### src/rtl/shadow_pkg.sv
package shadow_pkg;

  localparam int unsigned PIX_W = 14;

  typedef logic [PIX_W-1:0] pix_val_t;

  typedef struct packed {
    logic     ovf;
    pix_val_t val;
  } pix_t;

  function automatic pix_val_t med3(pix_val_t a, pix_val_t b, pix_val_t c);
    pix_val_t lo;
    pix_val_t hi;
    lo = (a < b) ? a : b;
    hi = (a < b) ? b : a;
    return (c < lo) ? lo : ((c > hi) ? hi : c);
  endfunction

endpackage

### src/rtl/line_window.sv
module line_window
  import shadow_pkg::*;
#(
  parameter int unsigned LINE_LEN = 5076,
  parameter int unsigned LEAD     = 61,
  parameter int unsigned ACTIVE   = 5000
) (
  input  logic clk_i,
  input  logic rst_ni,
  input  logic clear_i,
  input  logic pix_valid_i,
  input  pix_t pix_i,
  output logic e_valid_o,
  output pix_t e_pix_o,
  output logic e_first_o,
  output logic e_last_o
);

  localparam int unsigned IDX_W = $clog2(LINE_LEN + 1);
  localparam logic [IDX_W-1:0] END_IDX   = IDX_W'(LINE_LEN);
  localparam logic [IDX_W-1:0] FIRST_IDX = IDX_W'(LEAD);
  localparam logic [IDX_W-1:0] LAST_IDX  = IDX_W'(LEAD + ACTIVE - 1);

  logic [IDX_W-1:0] idx_q;
  logic             e_valid_q, e_first_q, e_last_q;
  pix_t             e_pix_q;
  logic             in_line, in_win;

  assign in_line = idx_q < END_IDX;
  assign in_win  = (idx_q >= FIRST_IDX) && (idx_q <= LAST_IDX);

  always_ff @(posedge clk_i or negedge rst_ni) begin
    if (!rst_ni) begin
      idx_q     <= END_IDX;
      e_valid_q <= 1'b0;
      e_first_q <= 1'b0;
      e_last_q  <= 1'b0;
      e_pix_q   <= '0;
    end else if (clear_i) begin
      idx_q     <= '0;
      e_valid_q <= 1'b0;
      e_first_q <= 1'b0;
      e_last_q  <= 1'b0;
    end else begin
      e_valid_q <= 1'b0;
      e_first_q <= 1'b0;
      e_last_q  <= 1'b0;
      if (pix_valid_i && in_line) begin
        idx_q <= idx_q + 1'b1;
        if (in_win) begin
          e_valid_q <= 1'b1;
          e_pix_q   <= pix_i;
          e_first_q <= (idx_q == FIRST_IDX);
          e_last_q  <= (idx_q == LAST_IDX);
        end
      end
    end
  end

  assign e_valid_o = e_valid_q;
  assign e_pix_o   = e_pix_q;
  assign e_first_o = e_first_q;
  assign e_last_o  = e_last_q;

  a_r1_idx_bound: assert property (@(posedge clk_i) disable iff (!rst_ni)
    idx_q <= END_IDX);

  a_r1_nothing_after_last: assert property (@(posedge clk_i) disable iff (!rst_ni)
    e_last_q |=> !e_valid_q);

endmodule

### src/rtl/spike_median.sv
module spike_median
  import shadow_pkg::*;
(
  input  logic clk_i,
  input  logic rst_ni,
  input  logic clear_i,
  input  logic in_valid_i,
  input  pix_t in_pix_i,
  input  logic in_first_i,
  input  logic in_last_i,
  output logic o_valid_o,
  output pix_t o_pix_o,
  output logic o_last_o
);

  pix_t prev_q, cur_q, o_pix_q;
  logic have_q, cur_first_q, flush_q, o_valid_q, o_last_q;

  // the output lags by one sample; the last sample leaves on a flush cycle
  always_ff @(posedge clk_i or negedge rst_ni) begin
    if (!rst_ni) begin
      prev_q      <= '0;
      cur_q       <= '0;
      o_pix_q     <= '0;
      have_q      <= 1'b0;
      cur_first_q <= 1'b0;
      flush_q     <= 1'b0;
      o_valid_q   <= 1'b0;
      o_last_q    <= 1'b0;
    end else if (clear_i) begin
      have_q      <= 1'b0;
      cur_first_q <= 1'b0;
      flush_q     <= 1'b0;
      o_valid_q   <= 1'b0;
      o_last_q    <= 1'b0;
    end else begin
      o_valid_q <= 1'b0;
      o_last_q  <= 1'b0;
      if (flush_q) begin
        o_valid_q <= 1'b1;
        o_last_q  <= 1'b1;
        o_pix_q   <= cur_q;
        flush_q   <= 1'b0;
        have_q    <= 1'b0;
      end else if (in_valid_i) begin
        if (in_first_i) begin
          cur_q       <= in_pix_i;
          cur_first_q <= 1'b1;
          have_q      <= 1'b1;
          flush_q     <= in_last_i;
        end else if (have_q) begin
          o_valid_q   <= 1'b1;
          o_pix_q.ovf <= cur_q.ovf;
          o_pix_q.val <= cur_first_q ? cur_q.val
                                     : med3(prev_q.val, cur_q.val, in_pix_i.val);
          prev_q      <= cur_q;
          cur_q       <= in_pix_i;
          cur_first_q <= 1'b0;
          flush_q     <= in_last_i;
        end
      end
    end
  end

  assign o_valid_o = o_valid_q;
  assign o_pix_o   = o_pix_q;
  assign o_last_o  = o_last_q;

  a_r3_no_input_on_flush: assert property (@(posedge clk_i) disable iff (!rst_ni)
    flush_q |-> !in_valid_i);

  a_r3_last_emitted: assert property (@(posedge clk_i) disable iff (!rst_ni || clear_i)
    (in_valid_i && in_last_i) |=> ##1 (o_valid_q && o_last_q));

endmodule

### src/rtl/pixel_classifier.sv
module pixel_classifier
  import shadow_pkg::*;
#(
  parameter int unsigned ACTIVE = 5000,
  parameter int unsigned CNT_W  = 13
) (
  input  logic             clk_i,
  input  logic             rst_ni,
  input  logic             clear_i,
  input  pix_val_t         thresh_i,
  input  pix_val_t         ceil_i,
  input  logic             in_valid_i,
  input  pix_t             in_pix_i,
  input  logic             in_last_i,
  output logic [CNT_W-1:0] bright_o,
  output logic [CNT_W-1:0] dark_o,
  output logic             done_o
);

  localparam logic [CNT_W:0] MAX_SUM = (CNT_W + 1)'(ACTIVE);

  pix_val_t         thr_q, ceil_q;
  logic [CNT_W-1:0] bright_q, dark_q;
  logic             done_q;

  always_ff @(posedge clk_i or negedge rst_ni) begin
    if (!rst_ni) begin
      thr_q    <= '0;
      ceil_q   <= '0;
      bright_q <= '0;
      dark_q   <= '0;
      done_q   <= 1'b0;
    end else if (clear_i) begin
      thr_q    <= thresh_i;
      ceil_q   <= ceil_i;
      bright_q <= '0;
      dark_q   <= '0;
      done_q   <= 1'b0;
    end else begin
      done_q <= in_valid_i && in_last_i;
      if (in_valid_i) begin
        // overflow wins over the ceiling check
        if (in_pix_i.ovf)                 bright_q <= bright_q + 1'b1;
        else if (in_pix_i.val > ceil_q)   ;
        else if (in_pix_i.val > thr_q)    bright_q <= bright_q + 1'b1;
        else                              dark_q   <= dark_q + 1'b1;
      end
    end
  end

  assign bright_o = bright_q;
  assign dark_o   = dark_q;
  assign done_o   = done_q;

  a_r6_sum_bound: assert property (@(posedge clk_i) disable iff (!rst_ni)
    ({1'b0, bright_q} + {1'b0, dark_q}) <= MAX_SUM);

  a_r6_clear: assert property (@(posedge clk_i) disable iff (!rst_ni)
    clear_i |=> (bright_q == '0 && dark_q == '0));

  a_r7_one_cycle: assert property (@(posedge clk_i) disable iff (!rst_ni)
    done_q |=> !done_q);

  a_r7_hold: assert property (@(posedge clk_i) disable iff (!rst_ni)
    (done_q && !clear_i) |=> ($stable(bright_q) && $stable(dark_q)));

  a_r8_sampled: assert property (@(posedge clk_i) disable iff (!rst_ni)
    !clear_i |=> ($stable(thr_q) && $stable(ceil_q)));

  a_r4_ovf_bright: assert property (@(posedge clk_i) disable iff (!rst_ni)
    (in_valid_i && in_pix_i.ovf && !clear_i) |=>
      (bright_q == $past(bright_q) + 1'b1 && $stable(dark_q)));

endmodule

### src/rtl/shadow_pixel_counter.sv
module shadow_pixel_counter
  import shadow_pkg::*;
#(
  parameter int unsigned LINE_LEN = 5076,
  parameter int unsigned LEAD     = 61,
  parameter int unsigned ACTIVE   = 5000,
  parameter int unsigned CNT_W    = 13
) (
  input  logic             clk_i,
  input  logic             rst_ni,
  input  logic             line_start_i,
  input  logic             pix_valid_i,
  input  logic [PIX_W-1:0] pix_data_i,
  input  logic             pix_ovf_i,
  input  logic [PIX_W-1:0] thresh_i,
  input  logic [PIX_W-1:0] ceil_i,
  output logic [CNT_W-1:0] bright_cnt_o,
  output logic [CNT_W-1:0] dark_cnt_o,
  output logic             result_valid_o
);

  pix_t raw_pix, e_pix, f_pix;
  logic e_valid, e_first, e_last;
  logic f_valid, f_last;

  assign raw_pix.ovf = pix_ovf_i;
  assign raw_pix.val = pix_data_i;

  line_window #(
    .LINE_LEN(LINE_LEN),
    .LEAD    (LEAD),
    .ACTIVE  (ACTIVE)
  ) i_window (
    .clk_i      (clk_i),
    .rst_ni     (rst_ni),
    .clear_i    (line_start_i),
    .pix_valid_i(pix_valid_i),
    .pix_i      (raw_pix),
    .e_valid_o  (e_valid),
    .e_pix_o    (e_pix),
    .e_first_o  (e_first),
    .e_last_o   (e_last)
  );

  spike_median i_median (
    .clk_i     (clk_i),
    .rst_ni    (rst_ni),
    .clear_i   (line_start_i),
    .in_valid_i(e_valid),
    .in_pix_i  (e_pix),
    .in_first_i(e_first),
    .in_last_i (e_last),
    .o_valid_o (f_valid),
    .o_pix_o   (f_pix),
    .o_last_o  (f_last)
  );

  pixel_classifier #(
    .ACTIVE(ACTIVE),
    .CNT_W (CNT_W)
  ) i_classifier (
    .clk_i     (clk_i),
    .rst_ni    (rst_ni),
    .clear_i   (line_start_i),
    .thresh_i  (thresh_i),
    .ceil_i    (ceil_i),
    .in_valid_i(f_valid),
    .in_pix_i  (f_pix),
    .in_last_i (f_last),
    .bright_o  (bright_cnt_o),
    .dark_o    (dark_cnt_o),
    .done_o    (result_valid_o)
  );

endmodule

### config.mk
export PLATFORM = sky130hd
export DESIGN_NAME = shadow_pixel_counter
export DESIGN_NICKNAME = d
export VERILOG_FILES = /design/src/rtl/shadow_pkg.sv /design/src/rtl/line_window.sv /design/src/rtl/spike_median.sv /design/src/rtl/pixel_classifier.sv /design/src/rtl/shadow_pixel_counter.sv
export SDC_FILE = /design/constraint.sdc
export NUM_CORES = 1
export LEC_CHECK = 0
export ABC_AREA = 1
export BUFFER_PORTS_ARGS = -buffer_cell sky130_fd_sc_hd__buf_2
export CAP_MARGIN = 10
export CORE_ASPECT_RATIO = 1.25
export CORE_UTILIZATION = 60
export CTS_BUF_LIST = sky130_fd_sc_hd__clkbuf_16
export DETAILED_ROUTE_END_ITERATION = 7
export PLACE_DENSITY = 0.79
export SYNTH_ARGS = -nofsm -noshare
export SYNTH_HDL_FRONTEND = slang
export SYNTH_SLANG_ARGS = --single-unit
### constraint.sdc
create_clock -name clk_i -period 5.65 [get_ports clk_i]
set_clock_uncertainty 0.2 [all_clocks]
set_input_delay 1.13 -clock clk_i [delete_from_list [all_inputs] [get_ports clk_i]]
set_output_delay 1.13 -clock clk_i [all_outputs]
set_load 0.05 [all_outputs]
Word level (Yosys, flattened, before mapping)
Cells that the tools add are included.
W data, S select, Z words.
{"block": "totals", "in_bits": 47, "word_cells": 118, "register_bits": 135}
{"block": "op_classes", "eq_ne": 8, "bitwise_logic": 3, "muxes": 54, "n_lt_le_gt_ge": 8, "addsub": 3, "reduce_logical": 21}
{"operator": "$mux W13", "n": 12}
{"operator": "$mux W15", "n": 6}
{"operator": "$mux W14", "n": 5}
{"operator": "$gt A14 B14 Y1", "n": 3}
{"operator": "$add A13 B1 Y13 const B", "n": 3}
{"operator": "$mux W1", "n": 31}
{"operator": "$lt A14 B14 Y1", "n": 2}
{"operator": "$eq A13 B13 Y1 const B", "n": 1}
{"operator": "$eq A13 B6 Y1 const B", "n": 1}
{"operator": "$ge A13 B6 Y1 const B", "n": 1}
{"operator": "$le A13 B13 Y1 const B", "n": 1}
{"operator": "$lt A13 B13 Y1 const B", "n": 1}
{"operator": "$reduce_and A4 Y1", "n": 3}
{"operator": "$reduce_bool A2 Y1", "n": 6}
{"operator": "$reduce_bool A3 Y1", "n": 4}
{"operator": "$reduce_and A3 Y1", "n": 3}
{"operator": "$ne A2 B2 Y1 const B", "n": 4}
{"operator": "$reduce_and A5 Y1", "n": 1}
{"operator": "$logic_and A1 B1 Y1", "n": 3}
{"operator": "$ne A3 B3 Y1 const B", "n": 1}
{"operator": "$not A1 Y1", "n": 3}
{"operator": "$ne A2 B1 Y1 const B", "n": 1}
{"operator": "$reduce_and A2 Y1", "n": 1}

Depth between registers and ports, before layout
Gate-level depths: netlist of the first run.
{"block": "logic_depth", "word_depth": 10, "mapped_depth": 25, "depth_no_buf": 25}

Hierarchy
From an unflattened synthesis of the first run, not the netlist that was laid out.
{"block": "unflattened", "hier_cells": 1181, "hier_area_um2": 8873.5}
{"module": "pixel_classifier", "n_inst": 1, "seq_area_each_um2": 1376.3, "cells_per_inst": 491, "area_each_um2": 3636.0}
{"module": "spike_median", "n_inst": 1, "seq_area_each_um2": 1226.2, "cells_per_inst": 471, "area_each_um2": 3452.1}
{"module": "line_window", "n_inst": 1, "seq_area_each_um2": 784.5, "cells_per_inst": 219, "area_each_um2": 1785.5}

Worst setup path before layout of the first run
No wires, ideal clock.
{"block": "synth_timing", "kind": "register to register", "from": "register i_median.cur_q[13] in the netlist's numbering", "to": "register i_median.o_pix_q, in the netlist i_median.o_pix_o[10]", "path_slack_ps": 2250, "setup_ps": 122, "path_stages_with_launch": 21, "required_time_ps": 5328, "arrival_time_ps": 3078, "path_cell_list": "dfrtp_1 > inv_1 > ha_1 > nand2_1 > nor2_2 > nand2_1 > nor2_1 > nand2_2 > nand2_4 > clkbuf_1 > o21ai_0 > ha_1 > nand2_1 > inv_1 > o21ai_0 > nand2_1 > a21oi_1 > clkbuf_1 > nand3_1 > nand3_1 > a21oi_2"}
{"block": "synth_via", "elab_chain_len": 10, "elab_cells_between_ends": 12, "classes_between": "3 x order compare; 9 x mux"}
{"item": "from (decl)", "line_no": "spike_median.sv:16", "source": "pix_t prev_q, cur_q, o_pix_q;"}
{"item": "from (signal assigned)", "line_no": "spike_median.sv:47", "source": "cur_q <= in_pix_i;"}
{"item": "from (signal assigned)", "line_no": "spike_median.sv:57", "source": "cur_q <= in_pix_i;"}
{"item": "$lt A14 B14 Y1", "line_no": "shadow_pkg.sv:15, shadow_pkg.sv:16"}
{"item": "$mux W14", "line_no": "shadow_pkg.sv:16", "source": "hi = (a < b) ? b : a;"}
{"item": "$gt A14 B14 Y1", "line_no": "shadow_pkg.sv:17", "source": "return (c < lo) ? lo : ((c > hi) ? hi : c);"}
{"item": "$mux W14", "line_no": "shadow_pkg.sv:17"}
{"item": "$mux W14 (*)", "line_no": "shadow_pkg.sv:17"}
{"item": "$mux W14 (*)", "line_no": "spike_median.sv:54", "source": "o_pix_q.val <= cur_first_q ? cur_q.val"}
{"item": "$mux W15 (*)", "line_no": "spike_median.sv:51", "source": "end else if (have_q) begin"}
{"item": "$mux W15 (*)", "line_no": "spike_median.sv:46", "source": "if (in_first_i) begin"}
{"item": "$mux W15 (*)", "line_no": "spike_median.sv:45", "source": "end else if (in_valid_i) begin"}
{"item": "$mux W15 (*)", "line_no": "spike_median.sv:39", "source": "if (flush_q) begin"}
{"item": "to (signal assigned)", "line_no": "spike_median.sv:42", "source": "o_pix_q <= cur_q;"}
{"item": "to (decl)", "line_no": "spike_median.sv:16"}
Every way passes the cells marked *; elsewhere a longest branch is shown, timed or not. The select of a mux whose other input is x is not followed.
A chain may end at the register's enable or synchronous reset.

Worst setup path in the final report of the first run
{"block": "layout_timing", "from": "register i_median.cur_q[13] in the netlist's numbering", "to": "register i_median.o_pix_q, in the netlist i_median.o_pix_o[0]"}
Same word-level chain as after synthesis.

==> results.py, run 1 <==
metrics = {
    "critical_path": {
        "endpoint_kind": "flip-flop",
        "r2r-start": "i_median.cur_q[13]",
        "critical_path_class": "flip-flop to flip-flop",
        "r2r_end": "i_median.o_pix_o[0]",
        "crit_path_top_delay_cell": "nand2_1",
        "cp_max_fo": 55,
        "reg2reg_depth": 24,
        "cp-start-kind": "flip-flop",
        "crit_chain": "inv_1 > ha_1 > nand2_1 > nor2_2 > nand2_1 > nor2_1 > nand2_2 > nand2_4 > nand2_1 > o21ai_0 > inv_1 > ha_1 > nand2_1 > inv_1 > nand3_1 > nor3_1 > nand4_1 > nand2_1 > inv_1 > nor2_1 > a21oi_1 > nand2_1 > nand3_1 > a21oi_1",
        "arrival_ps": 4470,
        "required_ps": 5800,
        "r2r_setup_slack_ps": 1330,
        "slowest_delay_ps": 610,
        "cp_common_cell": "nand2_1",
    },
    "clock_tree": {
        "postCtsResizedCells": 0,
        "cts_tree": "built",
        "numCtsBuffers": 17,
        "hold_buffers": 0,
        "cts_root_buf": "clkbuf_16",
        "cts_buffer_depth": 2,
        "clkSinkCount": 135,
        "worstSkewPairLatency_ps": 420,
        "htreeDepth": 4,
        "cts_setup_buffers": 0,
        "path_clk_slew_ps": 60,
    },
    "power_and_ir_drop": {
        "switching_share_pct": 31.0,
        "power_density_mw_per_mm2": 276,
        "p_leak_nw": 4.58,
        "clockPowerShare_pct": 36.3,
        "p_int_w": 0.00175,
        "power.share.sequential_pct": 42.8,
        "combPwrFrac_pct": 20.9,
        "peakVddDrop_mv": 0.185,
        "p_sw_w": 0.000787,
    },
    "drt": {
        "drc": 0,
        "drtIter0Drc": 471,
        "wl_per_cell_um": 14.2,
        "ant_nets": 0,
        "vias": 7071,
        "firstDrtPassIters": 5,
        "viasPerCell": 5.44,
        "finalWirelength_um": 18400,
    },
    "logic_synthesis": {
        "synth_enable_flop_cells": 0,
        "synthesis.nets": 1173,
        "ys_types": 36,
        "syn-mean-instance-area_um2": 7.80,
        "synthCells": 1054,
        "synth-seq-cells": 135,
        "yosys_warnings": 0,
        "ys.flop_type": "dfrtp_1",
        "synth_async_sr_flop_share_pct": 100,
        "syn-cell-area_mm2": 0.00822,
        "ys_seq_area_share_pct": 41.2,
    },
    "die": {
        "start_util_pct": 61.9,
        "dieWidth_um": 107,
        "rows": 47,
        "core_mm2": 0.0133,
        "die_area_mm2": 0.0142,
        "die_y_um": 133,
        "boundaryPins": 74,
    },
    "global_route": {
        "grt_pass1_wl_um": 31000,
        "antenna_found_initial": 0,
        "grt_use_total_pct": 27.7,
        "first_global_vias": 6752,
        "grt-ovfl-total": 0,
        "grt_max_degree": 91,
    },
    "worst_hold_path": {
        "holdPathStages": 2,
        "hold_start": "i_median.o_last_o",
        "holdPathEnd": "i_classifier.done_o",
        "min_path_type": "flip-flop to flip-flop",
    },
    "final_layout": {
        "syn_to_final_growth_pct": 11.8,
        "antenna_cells": 0,
        "final_nets": 1235,
        "layout-drive-gt1-share_pct": 11.6,
    },
    "sta": {
        "rsz0062_at_grt": "no",
        "setup_viol": 0,
        "worst_slew_pin_slew_ps": 1050,
        "hold_violations": 0,
        "slew_violations": 0,
        "slew_headroom_pct": 29.6,
        "period_minus_slack_ps": 4320,
        "tns_ps": 0,
        "period_share_pct": 76.4,
        "fmax_mhz": 232,
        "whs_ps": 280,
    },
    "placed_design": {
        "port_buffers": 73,
        "hpwl_um": 13400,
        "routabilityCongestion": 0.952,
    },
    "run": {
        "maxCapViolCount": 0,
    },
    "run_status": {
        "status": "completed",
    },
}
-- synthesized netlist by cell type (4+ instances only) --
master / n / area (um2)
dfstp_2: 7 / 184
nor2_1: 61 / 229
o21ai_1: 9 / 45.0
clkbuf_1: 19 / 71.3
nand3_1: 58 / 290
nand2_1: 255 / 957
nor3_1: 19 / 95.1
dfrtp_1: 128 / 3200
ha_1: 72 / 901
o21a_1: 7 / 52.6
inv_1: 139 / 522
o31ai_1: 21 / 158
a21oi_2: 9 / 78.8
buf_2: 13 / 65.1
nand2_2: 4 / 25.0
nand4_1: 8 / 50.1
a21oi_1: 67 / 335
o21ai_0: 107 / 536
xor2_1: 19 / 166
-- cells by family after synthesis --
group / after synthesis / synth area share, %
simple gates: 415 / 21.1
compound gates: 233 / 16.0
buf+inv: 178 / 8.50
flops: 135 / 41.2
fa+ha+maj: 72 / 11.0
xor+xnor: 21 / 2.24
-- area by class of cell --
cell class	count	area, um2
inverter	141	529
clock buffer	17	425
tap	171	214
multi-input combinational	741	4150
sequential	135	3390
timing repair buffer	80	424
clock inverter	15	62.6
fill	1129	4100
-- state kept, by name, indices dropped and copies added, names as in the netlist --
| signal | cells |
|---|---|
| i_classifier.bright_o | 13 |
| i_classifier.ceil_q | 14 |
| i_classifier.dark_o | 13 |
| i_classifier.done_o | 1 |
| i_classifier.thr_q | 14 |
| i_median.cur_first_q | 1 |
| i_median.cur_q | 15 |
| i_median.flush_q | 1 |
| i_median.have_q | 1 |
| i_median.o_last_o | 1 |
| i_median.o_pix_o | 15 |
| i_median.o_valid_o | 1 |
| i_median.prev_q | 14 |
| i_window.e_first_o | 1 |
| i_window.e_last_o | 1 |
| i_window.e_pix_o | 15 |
| i_window.e_valid_o | 1 |
| i_window.idx_q | 13 |
-- per-stage QoR --
step	instance area (um2)	util (%)	cells	setup slack [ps]	total power, W
floorplan	8220	-	1054	2250	0.00149
global placement	8700	65.5	1268	1460	0.00161
detailed placement	8700	65.5	1268	1430	0.00163
CTS	9190	69.2	1300	1380	0.00256
global route	9190	69.2	1300	809	0.00268
finish	9190	69.2	1300	1330	0.00254
-- cell usage in the layout (no fill, tap or decap), types with 6 or more instances in the layout --
master and instances:
dfrtp_1 128, nor2_1 60, buf_2 72, a21oi_1 67, clkinv_1 6, o31ai_1 21, nand2_1 255, ha_1 72
dfstp_2 7, inv_1 145, clkbuf_16 17, o21ai_1 9, nand3_1 58, nor3_1 19, o21a_1 7, o21ai_0 107
xor2_1 19, a21oi_2 9, nand4_1 8, buf_4 7
-- worst max-delay path by stage --
stage / from / endpoint / slack (ps) / cells after the start
finish: i_median.cur_q[13] / i_median.o_pix_o[0] / 1330 / 24
global route: i_median.cur_q[13] / i_median.o_pix_o[0] / 810 / 24
CTS: i_median.cur_q[13] / i_median.o_pix_o[0] / 1380 / 24
detailed placement: i_median.cur_q[13] / i_median.o_pix_o[0] / 1430 / 24
global placement: i_median.cur_q[13] / i_median.o_pix_o[0] / 1460 / 24
floorplan: i_median.cur_q[13] / i_median.o_pix_o[10] / 2250 / 20
-- power by group through the flow --
| stage | Sequential, W | Combinational [W] | Clock (W) |
|---|---|---|---|
| floorplan | 0.00112 | 0.000367 | 0 |
| global placement | 0.00110 | 0.000515 | 0 |
| detailed placement | 0.00110 | 0.000527 | 0 |
| CTS | 0.00109 | 0.000533 | 0.000938 |
| global route | 0.00109 | 0.000614 | 0.000974 |
| finish | 0.00109 | 0.000531 | 0.000922 |
-- critical path, delay by kind of cell, from the launching register on --
family,cells,cell delay [ps]
buf+inv,4,380
fa+ha+maj,2,610
flops,1,410
compound gates,3,260
simple gates,15,2370
-- layer usage --
layer / routed length, um / GRT usage (%) / vias to the layer above
li1: - / - / 3595
met1: 7970 / 34.3 / 3290
met2: 9400 / 48.0 / 161
met3: 791 / 5.37 / 25
met4: 275 / 9.51 / 0
met5: 0 / 0 / -
No activity file was read; power rests on OpenSTA's default activity.
==> run 2, diff against run 1 <==
ABC_AREA = 0   (was 1)
clock period = 4 ns   (was 5.65 ns; I/O delays follow)
==> run 2 against run 1 <==
The flow now finishes with violations (negative setup slack). Count of clock-buffer cells in the layout stayed put. Total power is 26% higher. Flip-flop and latch count stayed put. Sequential power is 29% higher. First-iteration DRC count is 77% higher. Global-route usage is 6.4 points higher. Sequential share of layout area is 4.9 points lower. Critical endpoint is now i_median.o_pix_o[5].
==> results.py, run 2 <==
metrics = {
    "logic_synthesis": {
        "synth_fa_ha_area_share_pct": 11.2,
        "yosys.area_share.simple_pct": 16.1,
        "synth_enable_flop_cells": 0,
        "yosys_warnings": 0,
        "synth_commonest_cells": "128 x dfrtp_1, 117 x nand2_1, 73 x o21ai_0",
        "synthCells": 857,
        "syn-cell-area_mm2": 0.00802,
        "synth.area.top_cells": "dfrtp_1 40%, ha_1 11%, nand2_1 5.5%",
        "synth_mux_area_share_pct": 6.18,
        "ys_types": 60,
        "ys_seq_area_share_pct": 42.3,
        "ys.flop_type": "dfrtp_1",
        "synth_top_area_cell": "dfrtp_1",
        "synth-seq-cells": 135,
        "synth_xor_area_share_pct": 2.29,
        "synthesis.nets": 976,
        "synth_compound_area_share_pct": 17.1,
        "synth_top_family_by_area": "compound AO/OA/AOI/OAI gates",
        "synth_top_cell_area_share_pct": 40.0,
        "yosysMostFrequentCell": "dfrtp_1",
        "synth_async_sr_flop_share_pct": 100,
        "syn-mean-instance-area_um2": 9.35,
    },
    "die": {
        "dieWidth_um": 105,
        "start_util_pct": 62.4,
        "die_area_mm2": 0.0138,
        "boundaryPins": 74,
        "rows": 46,
        "core_mm2": 0.0128,
        "die_y_um": 131,
    },
    "drt": {
        "vias": 7993,
        "drc": 0,
        "firstDrtPassIters": 6,
        "drtIter0Drc": 835,
        "finalWirelength_um": 27900,
        "wl_per_cell_um": 23.1,
        "ant_nets": 0,
        "viasPerCell": 6.62,
    },
    "final_layout": {
        "antenna_cells": 0,
        "syn_to_final_growth_pct": 32.2,
        "final_cell_mix": "127 x dfrtp_1, 115 x nand2_1, 96 x buf_4, 73 x buf_2, 68 x o21ai_0",
        "fin_area_mm2": 0.0106,
        "fill_cells": 699,
        "final_common_cell": "dfrtp_1",
        "stdcell_count": 1207,
        "final_nets": 1145,
        "layout-drive-gt1-share_pct": 34.0,
    },
    "sta": {
        "worst_slew_pin_slew_ps": 1220,
        "period_minus_slack_ps": 4990,
        "slew_headroom_pct": 18.5,
        "whs_ps": 191,
        "period_share_pct": 125,
        "hold_violations": 0,
        "setup_slack_ps": -991,
        "tns_ps": -12610,
        "fmax_mhz": 200,
        "slew_violations": 0,
        "setup_viol": 14,
        "rsz0062_at_grt": "yes",
    },
    "clock_tree": {
        "cts_buffer_depth": 2,
        "path_clk_slew_ps": 60,
        "htreeDepth": 4,
        "numCtsBuffers": 17,
        "cts_tree": "built",
        "cts_root_buf": "clkbuf_16",
        "clkSinkCount": 135,
        "worstSkewPairLatency_ps": 430,
    },
    "critical_path": {
        "reg2reg_depth": 21,
        "endpoint_kind": "flip-flop",
        "critical_path_class": "flip-flop to flip-flop",
        "arrival_ps": 5050,
        "r2r_end": "i_median.o_pix_o[5]",
        "cp-start-kind": "flip-flop",
        "r2r_setup_slack_ps": -990,
        "r2r-start": "i_median.cur_q[12]",
        "cp_max_fo": 6,
        "cp-endpoint": "i_median.o_pix_o[5]",
        "startpoint": "i_median.cur_q[12]",
        "required_ps": 4060,
    },
    "run_status": {
        "violations": "negative setup slack",
        "status": "finished, violations left",
    },
    "power_and_ir_drop": {
        "power_density_mw_per_mm2": 302,
        "p_leak_nw": 5.21,
        "peakVddDrop_mv": 0.272,
    },
    "global_route": {
        "grt_max_degree": 80,
        "grt_pass1_wl_um": 37300,
        "grt_use_total_pct": 34.2,
        "first_global_vias": 7618,
        "grt-ovfl-total": 0,
        "antenna_found_initial": 0,
    },
    "run": {
        "maxCapViolCount": 0,
    },
    "placed_design": {
        "port_buffers": 73,
        "hpwl_um": 13500,
        "dp.cells": 1142,
        "routabilityCongestion": 0.862,
        "placed_area_mm2": 0.00909,
    },
    "worst_hold_path": {
        "min_path_type": "primary input to asynchronous set/reset pin",
    },
}
-- run 2: layer usage --
metal | track usage (%) | up-vias | part of all wire [%]
met5 | 0 | - | 0
li1 | - | 3388 | -
met4 | 18.7 | 0 | 8.6
met2 | 58.2 | 635 | 47
met1 | 40.2 | 3746 | 36
met3 | 6.70 | 224 | 8.8
-- run 2: power breakdown --
part,switching [W],internal (W),total [W]
combinational,0.000105,0.0000525,0.000157
clock,0.000695,0.000946,0.00164
sequential,0.0000127,0.00139,0.00141
-- run 2: cell families (layout without fill, tap and decap cells) --
logic type               Yosys count  in the layout
AND/OR/NAND/NOR                  272            273
AO/OA/AOI/OAI                    214            214
flip-flops                       135            135
buffers and inverters             96            277
adder cells (fa/ha/maj)           72             72
multiplexers                      47             47
XOR/XNOR                          21             21
-- run 2: what timing repair did --
| action | 4_1_cts | 5_1_grt |
|---|---|---|
| hold endpoints to repair | 0 | 0 |
| hold buffers | 0 | 0 |
| resized for setup | 74 | 59 |
| pin swaps | 27 | 47 |
| endpoints found under the setup margin | 14 | 14 |
| setup buffers | 16 | 14 |
| cloned | 3 | 1 |
-- run 2: worst min path at each step --
stage	end	slack, ps	cells after the start
2_1_floorplan	i_median.flush_q	230	1
3_3_place_gp	i_median.flush_q	240	1
3_5_place_dp	i_median.flush_q	230	1
4_1_cts	i_classifier.ceil_q[11]	220	1
5_1_grt	i_classifier.ceil_q[11]	240	1
6_report	i_classifier.ceil_q[11]	190	1
-- run 2: layout make-up --
cell class,count,area (um2),area share [%]
multi-input combinational,627,4870,46.0
timing repair buffer,183,1290,12.2
tap,168,210,1.98
clock buffer,17,425,4.02
sequential,135,3390,32.0
clock inverter,15,181,1.71
inverter,62,233,2.20
-- run 2: stage by stage --
| step | worst slack, ps | total power [W] | utilization (%) |
|---|---|---|---|
| global route | -1080 | 0.00329 | 82.5 |
| floorplan | -15.9 | 0.00150 | - |
| finish | -991 | 0.00320 | 82.5 |
| CTS | -57.1 | 0.00318 | 79.3 |
| detailed placement | -279 | 0.00158 | 70.8 |
| global placement | -129 | 0.00157 | 70.8 |
-- run 2: critical path, cell delays in order (launching register included) --
cell and delay (ps):
dfrtp_1 410, inv_2 120, ha_4 230, a21oi_4 170, nand2_1 110, a211o_1 380
a21oi_4 170, buf_6 130, buf_12 140, buf_6 140, nand2_1 170, o21ai_1 330
ha_1 340, nor2b_1 80, o21a_1 200, o21a_1 210, o21a_1 220, o21a_4 230
buf_6 130, or2_4 240, a311oi_2 330, o31ai_1 120
